### src/rtl/mmc_cmd_pkg.sv
package mmc_cmd_pkg;

    typedef enum logic [1:0] {
        ST_IDLE = 2'd0,
        ST_TX   = 2'd1,
        ST_WAIT = 2'd2,
        ST_RX   = 2'd3
    } eng_state_e;

    localparam int         CRC_W    = 7;
    localparam logic [6:0] CRC_TAPS = 7'h09;
    localparam int         ARG_BYTES = 4;
    localparam int         BUF_BITS  = 8 * (ARG_BYTES + 1);

endpackage

### src/rtl/mmc_crc7.sv
module mmc_crc7
    import mmc_cmd_pkg::*;
(
    input  logic             clk,
    input  logic             rst_n,
    input  logic             clr,
    input  logic             en,
    input  logic             din,
    output logic [CRC_W-1:0] crc
);
    logic [CRC_W-1:0] crc_d, crc_q;
    logic             fb;

    always_comb begin
        crc_d = crc_q;
        fb    = crc_q[CRC_W-1] ^ din;
        if (clr) begin
            crc_d = '0;
        end else if (en) begin
            crc_d = {crc_q[CRC_W-2:0], 1'b0} ^ (fb ? CRC_TAPS : '0);
        end
    end

    always_ff @(posedge clk or negedge rst_n) begin
        if (!rst_n) crc_q <= '0;
        else        crc_q <= crc_d;
    end

    assign crc = crc_q;
endmodule

### src/rtl/mmc_rx_fifo.sv
module mmc_rx_fifo #(
    parameter  int DEPTH = 17,
    localparam int LVL_W = $clog2(DEPTH + 1)
) (
    input  logic             clk,
    input  logic             rst_n,
    input  logic             wr_clr,
    input  logic             wr_en,
    input  logic [7:0]       wr_data,
    input  logic             rd_clr,
    input  logic             rd_en,
    output logic [7:0]       rd_data,
    output logic [LVL_W-1:0] level
);
    logic [7:0]       mem_d [DEPTH];
    logic [7:0]       mem_q [DEPTH];
    logic [LVL_W-1:0] wp_d, wp_q, rp_d, rp_q;

    always_comb begin
        mem_d = mem_q;
        wp_d  = wp_q;
        rp_d  = rp_q;
        if (wr_clr) begin
            wp_d = '0;
            rp_d = '0;
        end else begin
            if (wr_en && (wp_q < LVL_W'(DEPTH))) begin
                mem_d[wp_q] = wr_data;
                wp_d        = wp_q + 1'b1;
            end
            if (rd_clr) begin
                rp_d = '0;
            end else if (rd_en && (rp_q < wp_q)) begin
                rp_d = rp_q + 1'b1;
            end
        end
    end

    always_ff @(posedge clk or negedge rst_n) begin
        if (!rst_n) begin
            wp_q <= '0;
            rp_q <= '0;
            for (int i = 0; i < DEPTH; i++) mem_q[i] <= '0;
        end else begin
            wp_q  <= wp_d;
            rp_q  <= rp_d;
            mem_q <= mem_d;
        end
    end

    assign rd_data = (rp_q < LVL_W'(DEPTH)) ? mem_q[rp_q] : 8'h00;
    assign level   = wp_q - rp_q;
endmodule

### src/rtl/mmc_cmd_engine.sv
module mmc_cmd_engine
    import mmc_cmd_pkg::*;
#(
    parameter  int NCR_MAX    = 64,
    parameter  int SHORT_BITS = 48,
    parameter  int LONG_BITS  = 136,
    localparam int LVL_W      = $clog2(LONG_BITS / 8 + 1)
) (
    input  logic             clk,
    input  logic             rst_n,
    input  logic             cmd_wr,
    input  logic [7:0]       cmd_wdata,
    input  logic             rsp_expect,
    input  logic             rsp_long,
    input  logic             crc_skip,
    input  logic             tx_start,
    input  logic             ctl_reset,
    input  logic             ptr_reset,
    input  logic             rx_rd,
    output logic [7:0]       rx_data,
    output logic [LVL_W-1:0] rx_level,
    output logic             cmd_out,
    output logic             cmd_oe,
    input  logic             cmd_in,
    output logic             busy,
    output logic             rx_pending,
    output logic             eor_irq,
    output logic             fmt_ok,
    output logic             crc_ok,
    output logic             timeout
);
    localparam int CNT_W     = $clog2(LONG_BITS);
    localparam int NCR_W     = $clog2(NCR_MAX);
    localparam int HDR_BITS  = SHORT_BITS - 8;
    localparam int LONG_SKIP = 8;
    localparam int FIFO_D    = LONG_BITS / 8;
    localparam int SLOT_LAST = ARG_BYTES;

    typedef struct packed {
        eng_state_e          st;
        logic [BUF_BITS-1:0] cbuf;
        logic [2:0]          slot;
        logic [BUF_BITS-1:0] tx_sr;
        logic [CNT_W-1:0]    bit_ix;
        logic [NCR_W-1:0]    ncr;
        logic [7:0]          rx_byte;
        logic                exp_rsp;
        logic                long_rsp;
        logic                no_crc;
        logic                rx_pend;
        logic                eor;
        logic                fmt;
        logic                crc;
        logic                tmo;
    } regs_t;

    regs_t r_d, r_q;

    logic             tx_crc_clr, tx_crc_en;
    logic             rx_crc_clr, rx_crc_en;
    logic [CRC_W-1:0] tx_crc, rx_crc;
    logic             fifo_clr, fifo_push;
    logic [7:0]       fifo_byte;
    logic             tx_bit;
    logic [2:0]       crc_sel;
    logic [CNT_W-1:0] rsp_len;

    // Bit presented on the line during transmit
    always_comb begin
        crc_sel = 3'(r_q.bit_ix - CNT_W'(HDR_BITS));
        if (r_q.bit_ix < CNT_W'(HDR_BITS)) begin
            tx_bit = r_q.tx_sr[BUF_BITS-1];
        end else if (r_q.bit_ix < CNT_W'(SHORT_BITS - 1)) begin
            tx_bit = tx_crc[3'd6 - crc_sel];
        end else begin
            tx_bit = 1'b1;
        end
    end

    always_comb begin
        r_d        = r_q;
        tx_crc_clr = 1'b0;
        tx_crc_en  = 1'b0;
        rx_crc_clr = 1'b0;
        rx_crc_en  = 1'b0;
        fifo_clr   = 1'b0;
        fifo_push  = 1'b0;
        fifo_byte  = {r_q.rx_byte[6:0], cmd_in};
        rsp_len    = r_q.long_rsp ? CNT_W'(LONG_BITS) : CNT_W'(SHORT_BITS);

        unique case (r_q.st)
            ST_IDLE: begin
                if (tx_start) begin
                    r_d.st       = ST_TX;
                    r_d.tx_sr    = r_q.cbuf;
                    r_d.bit_ix   = '0;
                    r_d.slot     = '0;
                    r_d.exp_rsp  = rsp_expect;
                    r_d.long_rsp = rsp_long;
                    r_d.no_crc   = crc_skip;
                    r_d.rx_pend  = rsp_expect;
                    r_d.eor      = 1'b0;
                    r_d.fmt      = 1'b0;
                    r_d.crc      = 1'b0;
                    r_d.tmo      = 1'b0;
                    tx_crc_clr   = 1'b1;
                    rx_crc_clr   = 1'b1;
                    fifo_clr     = 1'b1;
                end else if (cmd_wr) begin
                    if (r_q.slot == 3'd0) begin
                        r_d.cbuf[BUF_BITS-1 -: 8] = {2'b01, cmd_wdata[5:0]};
                    end else begin
                        r_d.cbuf[8 * (SLOT_LAST - int'(r_q.slot)) +: 8] = cmd_wdata;
                    end
                    r_d.slot = (r_q.slot == 3'(SLOT_LAST)) ? 3'd0 : r_q.slot + 3'd1;
                end
            end

            ST_TX: begin
                if (r_q.bit_ix < CNT_W'(HDR_BITS)) begin
                    tx_crc_en = 1'b1;
                    r_d.tx_sr = {r_q.tx_sr[BUF_BITS-2:0], 1'b0};
                end
                if (r_q.bit_ix == CNT_W'(SHORT_BITS - 1)) begin
                    r_d.bit_ix = '0;
                    r_d.ncr    = '0;
                    r_d.st     = r_q.exp_rsp ? ST_WAIT : ST_IDLE;
                end else begin
                    r_d.bit_ix = r_q.bit_ix + 1'b1;
                end
            end

            ST_WAIT: begin
                if (!cmd_in) begin
                    r_d.st      = ST_RX;
                    r_d.bit_ix  = CNT_W'(1);
                    r_d.rx_byte = 8'h00;
                    rx_crc_en   = !r_q.long_rsp;
                end else if (r_q.ncr == NCR_W'(NCR_MAX - 1)) begin
                    r_d.st      = ST_IDLE;
                    r_d.tmo     = 1'b1;
                    r_d.eor     = 1'b1;
                    r_d.rx_pend = 1'b0;
                end else begin
                    r_d.ncr = r_q.ncr + 1'b1;
                end
            end

            ST_RX: begin
                r_d.rx_byte = fifo_byte;
                if ((r_q.bit_ix < rsp_len - CNT_W'(8)) &&
                    (!r_q.long_rsp || r_q.bit_ix >= CNT_W'(LONG_SKIP))) begin
                    rx_crc_en = 1'b1;
                end
                if (r_q.bit_ix[2:0] == 3'd7) begin
                    fifo_push = 1'b1;
                end
                if (r_q.bit_ix == rsp_len - 1'b1) begin
                    r_d.st      = ST_IDLE;
                    r_d.fmt     = cmd_in;
                    r_d.crc     = r_q.no_crc || (r_q.rx_byte[6:0] == rx_crc);
                    r_d.eor     = 1'b1;
                    r_d.rx_pend = 1'b0;
                    r_d.bit_ix  = '0;
                end else begin
                    r_d.bit_ix = r_q.bit_ix + 1'b1;
                end
            end

            default: r_d.st = ST_IDLE;
        endcase

        if (ctl_reset) begin
            r_d.st      = ST_IDLE;
            r_d.slot    = '0;
            r_d.bit_ix  = '0;
            r_d.ncr     = '0;
            r_d.rx_pend = 1'b0;
            r_d.cbuf    = r_q.cbuf;
            tx_crc_clr  = 1'b0;
            rx_crc_clr  = 1'b0;
            fifo_clr    = 1'b0;
            fifo_push   = 1'b0;
            tx_crc_en   = 1'b0;
            rx_crc_en   = 1'b0;
            r_d.eor     = r_q.eor;
            r_d.fmt     = r_q.fmt;
            r_d.crc     = r_q.crc;
            r_d.tmo     = r_q.tmo;
        end
    end

    always_ff @(posedge clk or negedge rst_n) begin
        if (!rst_n) r_q <= '0;
        else        r_q <= r_d;
    end

    mmc_crc7 u_tx_crc (
        .clk  (clk),
        .rst_n(rst_n),
        .clr  (tx_crc_clr),
        .en   (tx_crc_en),
        .din  (r_q.tx_sr[BUF_BITS-1]),
        .crc  (tx_crc)
    );

    mmc_crc7 u_rx_crc (
        .clk  (clk),
        .rst_n(rst_n),
        .clr  (rx_crc_clr),
        .en   (rx_crc_en),
        .din  (cmd_in),
        .crc  (rx_crc)
    );

    mmc_rx_fifo #(.DEPTH(FIFO_D)) u_fifo (
        .clk    (clk),
        .rst_n  (rst_n),
        .wr_clr (fifo_clr),
        .wr_en  (fifo_push),
        .wr_data(fifo_byte),
        .rd_clr (ptr_reset),
        .rd_en  (rx_rd),
        .rd_data(rx_data),
        .level  (rx_level)
    );

    assign cmd_oe     = (r_q.st == ST_TX);
    assign cmd_out    = (r_q.st == ST_TX) ? tx_bit : 1'b1;
    assign busy       = (r_q.st != ST_IDLE);
    assign rx_pending = r_q.rx_pend;
    assign eor_irq    = r_q.eor;
    assign fmt_ok     = r_q.fmt;
    assign crc_ok     = r_q.crc;
    assign timeout    = r_q.tmo;
endmodule

### config.mk
export PLATFORM = sky130hd
export DESIGN_NAME = mmc_cmd_engine
export DESIGN_NICKNAME = d
export VERILOG_FILES = /design/src/rtl/mmc_cmd_pkg.sv /design/src/rtl/mmc_crc7.sv /design/src/rtl/mmc_rx_fifo.sv /design/src/rtl/mmc_cmd_engine.sv
export SDC_FILE = /design/constraint.sdc
export NUM_CORES = 1
export LEC_CHECK = 0
export BUFFER_PORTS_ARGS = -buffer_cell sky130_fd_sc_hd__buf_2
export CORE_MARGIN = 3
export CORE_UTILIZATION = 45
export DETAILED_ROUTE_END_ITERATION = 7
export GPL_TIMING_DRIVEN = 1
export SLEW_MARGIN = 30
export SYNTH_ARGS = -nofsm -noshare
export SYNTH_HDL_FRONTEND = slang
export SYNTH_SLANG_ARGS = --single-unit
### constraint.sdc
create_clock -name clk -period 3 [get_ports clk]
set_clock_uncertainty 0.05 [all_clocks]
set_input_delay 0.15 -clock clk [delete_from_list [all_inputs] [get_ports clk]]
set_output_delay 0.15 -clock clk [all_outputs]
set_load 0.02 [all_outputs]
* Word-level counts from Yosys, hierarchy flattened
Index checks and enable logic that the tools add are counted.
** Word-level totals
- Flip-flop bits (word level) :: 274
- Word-level logic and storage cells :: 209
** Operators by class
- $add $sub $neg :: 12
- Order comparisons :: 11
- Eq/ne operators :: 23
- Shift operators :: 2
- Multiplexer cells :: 77
- Bitwise operators :: 10
- Reductions and logical operators :: 37
** Operators with widths (count)
- 136-bit bitwise mux :: 1
- 43-bit 2-to-1 mux :: 2
- 40-bit 2-to-1 mux :: 2
- 40-bit case mux with 2 select lines :: 1
- 8-bit 2-to-1 mux :: 9
- 48-bit 2-to-1 mux :: 1
- 45-bit 2-to-1 mux :: 1
- 8-bit binary-select mux with 5-bit select :: 1
- 40-bit bitwise mux :: 1
- 8-bit demux with 5-bit select :: 1
- 8-bit by 33-bit variable shift with 40-bit output (first input constant) :: 1
- 8-bit by 33-bit indexed part select with 40-bit output :: 1
- 5-bit 2-to-1 mux :: 7
- 7-bit 2-to-1 mux :: 5
- 7-bit negator with 33-bit output :: 1
- 32-bit 2-to-1 mux :: 1
- 8-bit case mux with 4 select lines :: 1
- 1-bit 2-to-1 mux :: 18
- 6-bit 2-to-1 mux :: 3
- 3-bit != test (second input constant) :: 6
- 2-bit nonzero test :: 9
- 8-bit by 6-bit < comparator with 1-bit output (second input constant) :: 2
- 2-bit 2-to-1 mux :: 8
- 4-bit AND reduction :: 4
- 53 further kinds :: 85

* Depth between registers and ports, before layout
- Word-level depth :: 9
- Depth in mapped cells :: 11

* Modules after synthesis
Synthesis repeated with hierarchy kept, for this count alone.
** Unflattened totals
- Cells, all modules :: 1092
- Area total of the unflattened synthesis :: 13300.3 sq um
** By module, submodules not included
- mmc_rx_fifo :: instances 1, cells an instance 488, area each 7019.2 sq um, sequential area each 3653.5 sq um
- mmc_cmd_engine :: instances 1, cells an instance 548, area each 5640.4 sq um, sequential area each 2852.7 sq um
- mmc_crc7 :: instances 2, cells an instance 28, area each 320.3 sq um, sequential area each 175.2 sq um

* Least setup slack after synthesis
OpenSTA, ideal clock, no wires.
- Path kind :: register to register
- Start point :: register r_q[70] (netlist bit)
- End point :: register r_q[73] (netlist bit)
- Arrival :: 2.404 ns
- Data required time :: 2.820 ns
- Slack :: 0.416 ns
- Cell stages (with the launch flop) :: 12
- Path buffers :: 3
- Period minus slack after synthesis :: 2.584 ns
- Cells stage by stage :: dfrtp_1 clkbuf_1 inv_1 ha_1 ha_1 nand2b_1 o22a_1 or4_1 clkbuf_1 buf_2 nand2_1 o21ai_0
** Between the ends
- Word-level cells in the longest chain between the ends :: 4
** Ends and longest elaborated chain
- start, declared :: RTL line mmc_cmd_engine.sv:57 : regs_t r_d, r_q;
- start signal, assigned :: RTL line mmc_cmd_engine.sv:195 : else r_q <= r_d;
- 3-bit by 3-bit subtractor with 4-bit output :: RTL line mmc_cmd_engine.sv:113 : r_d.cbuf[8 * (SLOT_LAST - int'(r_q.slot)) +: 8] = cmd_wdata;
- 7-bit negator with 33-bit output :: RTL line mmc_cmd_engine.sv:113
- 8-bit by 33-bit indexed part select with 40-bit output / 8-bit by 33-bit variable shift with 40-bit output (equally long branches) :: RTL line mmc_cmd_engine.sv:113
- 40-bit bitwise mux :: RTL line mmc_cmd_engine.sv:113
Parallel ways exist; a longest one is shown, timed or not.
A chain may end at the register's enable or synchronous reset.

* Worst setup path in the final report
- Start point :: register r_q[22] (netlist bit)
- End point :: output port cmd_out
** Between the ends
- Word-level cells in the longest chain between the ends :: 7
** Ends and longest elaborated chain
- 3-bit by 1-bit subtractor with 3-bit output :: RTL line mmc_cmd_engine.sv:70 : crc_sel = 3'(r_q.bit_ix - CNT_W'(HDR_BITS));
- 3-bit subtractor :: RTL line mmc_cmd_engine.sv:74 : tx_bit = tx_crc[3'd6 - crc_sel];
- 1-bit binary-select mux with 3-bit select :: RTL line mmc_cmd_engine.sv:74
- 1-bit 2-to-1 mux (implied by the code) :: RTL line mmc_cmd_engine.sv:74
- 1-bit 2-to-1 mux :: RTL line mmc_cmd_engine.sv:73 : end else if (r_q.bit_ix < CNT_W'(SHORT_BITS - 1)) begin
- 1-bit 2-to-1 mux * :: RTL line mmc_cmd_engine.sv:71 : if (r_q.bit_ix < CNT_W'(HDR_BITS)) begin
- 1-bit 2-to-1 mux * :: RTL line mmc_cmd_engine.sv:229 : assign cmd_out = (r_q.st == ST_TX) ? tx_bit : 1'b1;
- end, declared :: RTL line mmc_cmd_engine.sv:22 : output logic cmd_out,
Mark *: on every way between the ends. The rest lies on a longest branch, timed or not. The select of a mux whose other input is x is not followed.

==> results.json <==
{
  "fmax_mhz": 341,
  "pwr-share-clk": 0.450,
  "layout_common_cells": "dfrtp_1, mux2_2, nand2_1, o21ai_0, nor2_1",
  "clk_pin_slew_ns": 0.06,
  "hp-start": "rx_rd",
  "final_layout_size_suffix_gt1_frac": 0.299,
  "firstDrtPassIters": 5,
  "r2r_slack_ns": 0.39,
  "vdd_drop_max_mv": 0.418,
  "worstMarginPinSlew_ns": 0.872,
  "drcViolationCount": 0,
  "path_class": "reg -> out",
  "worstHoldPathType": "in -> reg",
  "critPathMostFrequentCell": "ha_4",
  "rsz0062_at_grt": "false",
  "async_flop_share": 1.00,
  "grt_usage": 0.194,
  "synth_nets": 1126,
  "syn_to_final_growth_pct": 14.6,
  "routed_wl_um": 29400,
  "cts_tree": "yes",
  "holdPathEnd": "u_fifo.rp_q[2]$_DFFE_PN0P_",
  "switching_power_mw": 1.83,
  "post-route-period-util": 0.978,
  "n_fill_cell": 2407,
  "dp_cells": 1469,
  "dp.final_hpwl_um": 18900,
  "final-setup-viol-count": 0,
  "yosysTopAreaCell": "dfrtp_1",
  "outcome": "complete, no violations",
  "ys.flop_type": "dfrtp_1",
  "crit_chain": "ha_4 -> ha_4 -> mux4_2 -> mux2_2 -> o32a_2 -> buf_6",
  "cts_buffer_depth": 3,
  "worstSetupStartpointType": "register",
  "synth_area_leaders": "dfrtp_1, mux2_2, mux4_2",
  "power_frac_comb": 0.061,
  "synth_top_area_share": 0.521,
  "io_pins": 40,
  "crit_fanout": 4,
  "grt_pass1_wl_um": 48500,
  "syn_area_um2": 13200,
  "p_leak_nw": 7.13,
  "antenna_found_initial": 0,
  "hold_violations": 0,
  "min_path_cells": 5,
  "grt_max_degree": 87,
  "globalplace.congestion": 0.826,
  "slew_viol_final": 0,
  "wl_per_cell_um": 19.0,
  "worst_hold_slack_ns": 0.0450,
  "chipHeight_um": 177,
  "die_w_um": 177,
  "intPower_mw": 6.04,
  "reg2reg_from": "r_q[71]$_DFFE_PN0P_",
  "cts-root-buf": "clkbuf_16",
  "end_kind": "output pin",
  "p_per_area_nw_per_um2": 522,
  "cts_buffers": 31,
  "diodes": 0,
  "coreArea_um2": 28300,
  "synth-edff-count": 0,
  "nets": 1189,
  "start_util": 0.465,
  "worst-r2r-cell-count": 8,
  "synth_cells": 1085,
  "ant_nets": 0,
  "finalPower_mw": 7.87,
  "cp.arrival_ns": 2.73,
  "drtIter0Drc": 766,
  "layout_min_cycle_time_ns": 2.93,
  "setup-tns-final_ns": 0,
  "ys_ff_latch": 274,
  "worst_ep_required_time_ns": 2.80,
  "pwr-share-seq": 0.490,
  "grt_pass1_vias": 8773,
  "syn_avg_cell_area_um2": 12.1,
  "maxSlewHeadroom": 0.419,
  "worst_path_largest_cell_delay_ns": 0.48,
  "cts-htree-levels": 1,
  "crit_slowest_cell": "mux4_2",
  "yosysSeqAreaShare": 0.521,
  "viasPerCell": 5.53,
  "switching_share": 0.232,
  "yosys_warnings": 0,
  "synth.distinct_cells": 69,
  "vias": 8548,
  "fin_cells": 1547,
  "r2r-end": "r_q[110]$_DFFE_PN0P_",
  "max-cap-violations": 0,
  "clock-sinks": 274,
  "clk_latency_ns": 0.55,
  "rows": 61,
  "grt-ovfl-total": 0,
  "io_buffers": 39,
  "final_common_cell": "dfrtp_1",
  "fp.dieArea_um2": 31300
}
-- synthesized netlist by cell type, types with 5 or more instances --
cell	instances
nor2b_1	7
xor2_1	7
clkbuf_1	47
and3_1	5
a21oi_1	30
ha_1	21
buf_2	12
mux2_2	165
or2_2	5
xnor2_1	12
o21ai_0	77
nor2_1	53
dfrtp_1	274
inv_1	26
a22o_1	19
and2_1	17
nand4_1	5
a211oi_1	5
mux4_2	33
nand2_1	109
nor3_1	7
a22oi_1	10
mux2i_1	48
nand3_1	19
-- stage by stage --
step / util / area (um2) / setup slack [ns]
after floorplan: - / 13200 / 0.416
after global placement: 0.490 / 13900 / 0.346
after detailed placement: 0.490 / 13900 / 0.297
after CTS: 0.530 / 15000 / 0.00267
after global routing: 0.533 / 15100 / 0.00123
final: 0.533 / 15100 / 0.0662
-- flip-flops by register name (all words and copies together), names as in the netlist, 5 cells and up --
| name | flops |
|---|---|
| u_tx_crc.crc | 7 |
| fifo_byte | 7 |
| r_q | 102 |
| u_fifo.mem_q | 136 |
| u_rx_crc.crc | 7 |
| u_fifo.rp_q | 5 |
| u_fifo.wp_q | 5 |
-- timing repair --
item,CTS,global route
buffers inserted,0,8
hold endpoints to repair,119,0
endpoints found under the setup margin,9,8
gates resized for setup,4,3
pin swaps,1,2
hold buffers,16,0
-- critical path: cells and delay by family, from the launching register on --
kind,cells,cell delay [ns]
mux,2,0.75
compound gates,1,0.39
flops,1,0.44
buf+inv,1,0.13
fa+ha+maj,2,0.47
-- layer usage --
layer,vias up,wire length (um),global-route usage
met3,37,1030,0.0251
met5,-,0,0
met2,133,13700,0.315
li1,4045,-,-
met4,0,474,0.0354
met1,4333,14200,0.283
-- worst max path at each step --
stage,from,cells past startpoint,end
after CTS,r_q[22]$_DFFE_PN0P_,6,cmd_out
after global placement,r_q[22]$_DFFE_PN0P_,7,u_fifo.mem_q[18]$_DFFE_PN0P_
final,r_q[22]$_DFFE_PN0P_,6,cmd_out
after floorplan,r_q[70]$_DFFE_PN0P_,11,r_q[73]$_DFFE_PN0P_
after detailed placement,r_q[22]$_DFFE_PN0P_,7,u_fifo.mem_q[23]$_DFFE_PN0P_
after global routing,r_q[22]$_DFFE_PN0P_,6,cmd_out
-- final cells by class --
class | instances | area, um2 | share of cell area
flip-flops and latches | 274 | 6860 | 0.455
multi-input cells | 723 | 6000 | 0.398
clock buffers | 48 | 870 | 0.0577
repair buffers | 92 | 712 | 0.0472
well taps | 378 | 473 | 0.0314
inverters | 26 | 97.6 | 0.00647
clock inverters | 6 | 63.8 | 0.00423
-- power groups by stage --
stage | Sequential (mW) | Clock [mW] | Combinational [mW]
6_report | 3.85 | 3.54 | 0.477
5_1_grt | 3.86 | 3.77 | 0.543
4_1_cts | 3.85 | 3.62 | 0.484
3_5_place_dp | 3.92 | 0 | 0.464
3_3_place_gp | 3.92 | 0 | 0.458
2_1_floorplan | 3.91 | 0 | 0.267
-- cells by family after synthesis --
kind of cell,Yosys count,synth area share
flops,274,0.521
simple gates,257,0.0946
fa+ha+maj,22,0.0215
compound gates,179,0.0892
xor+xnor,19,0.0126
mux,246,0.234
buf+inv,88,0.0265
Power figures use the tool's default switching activity.
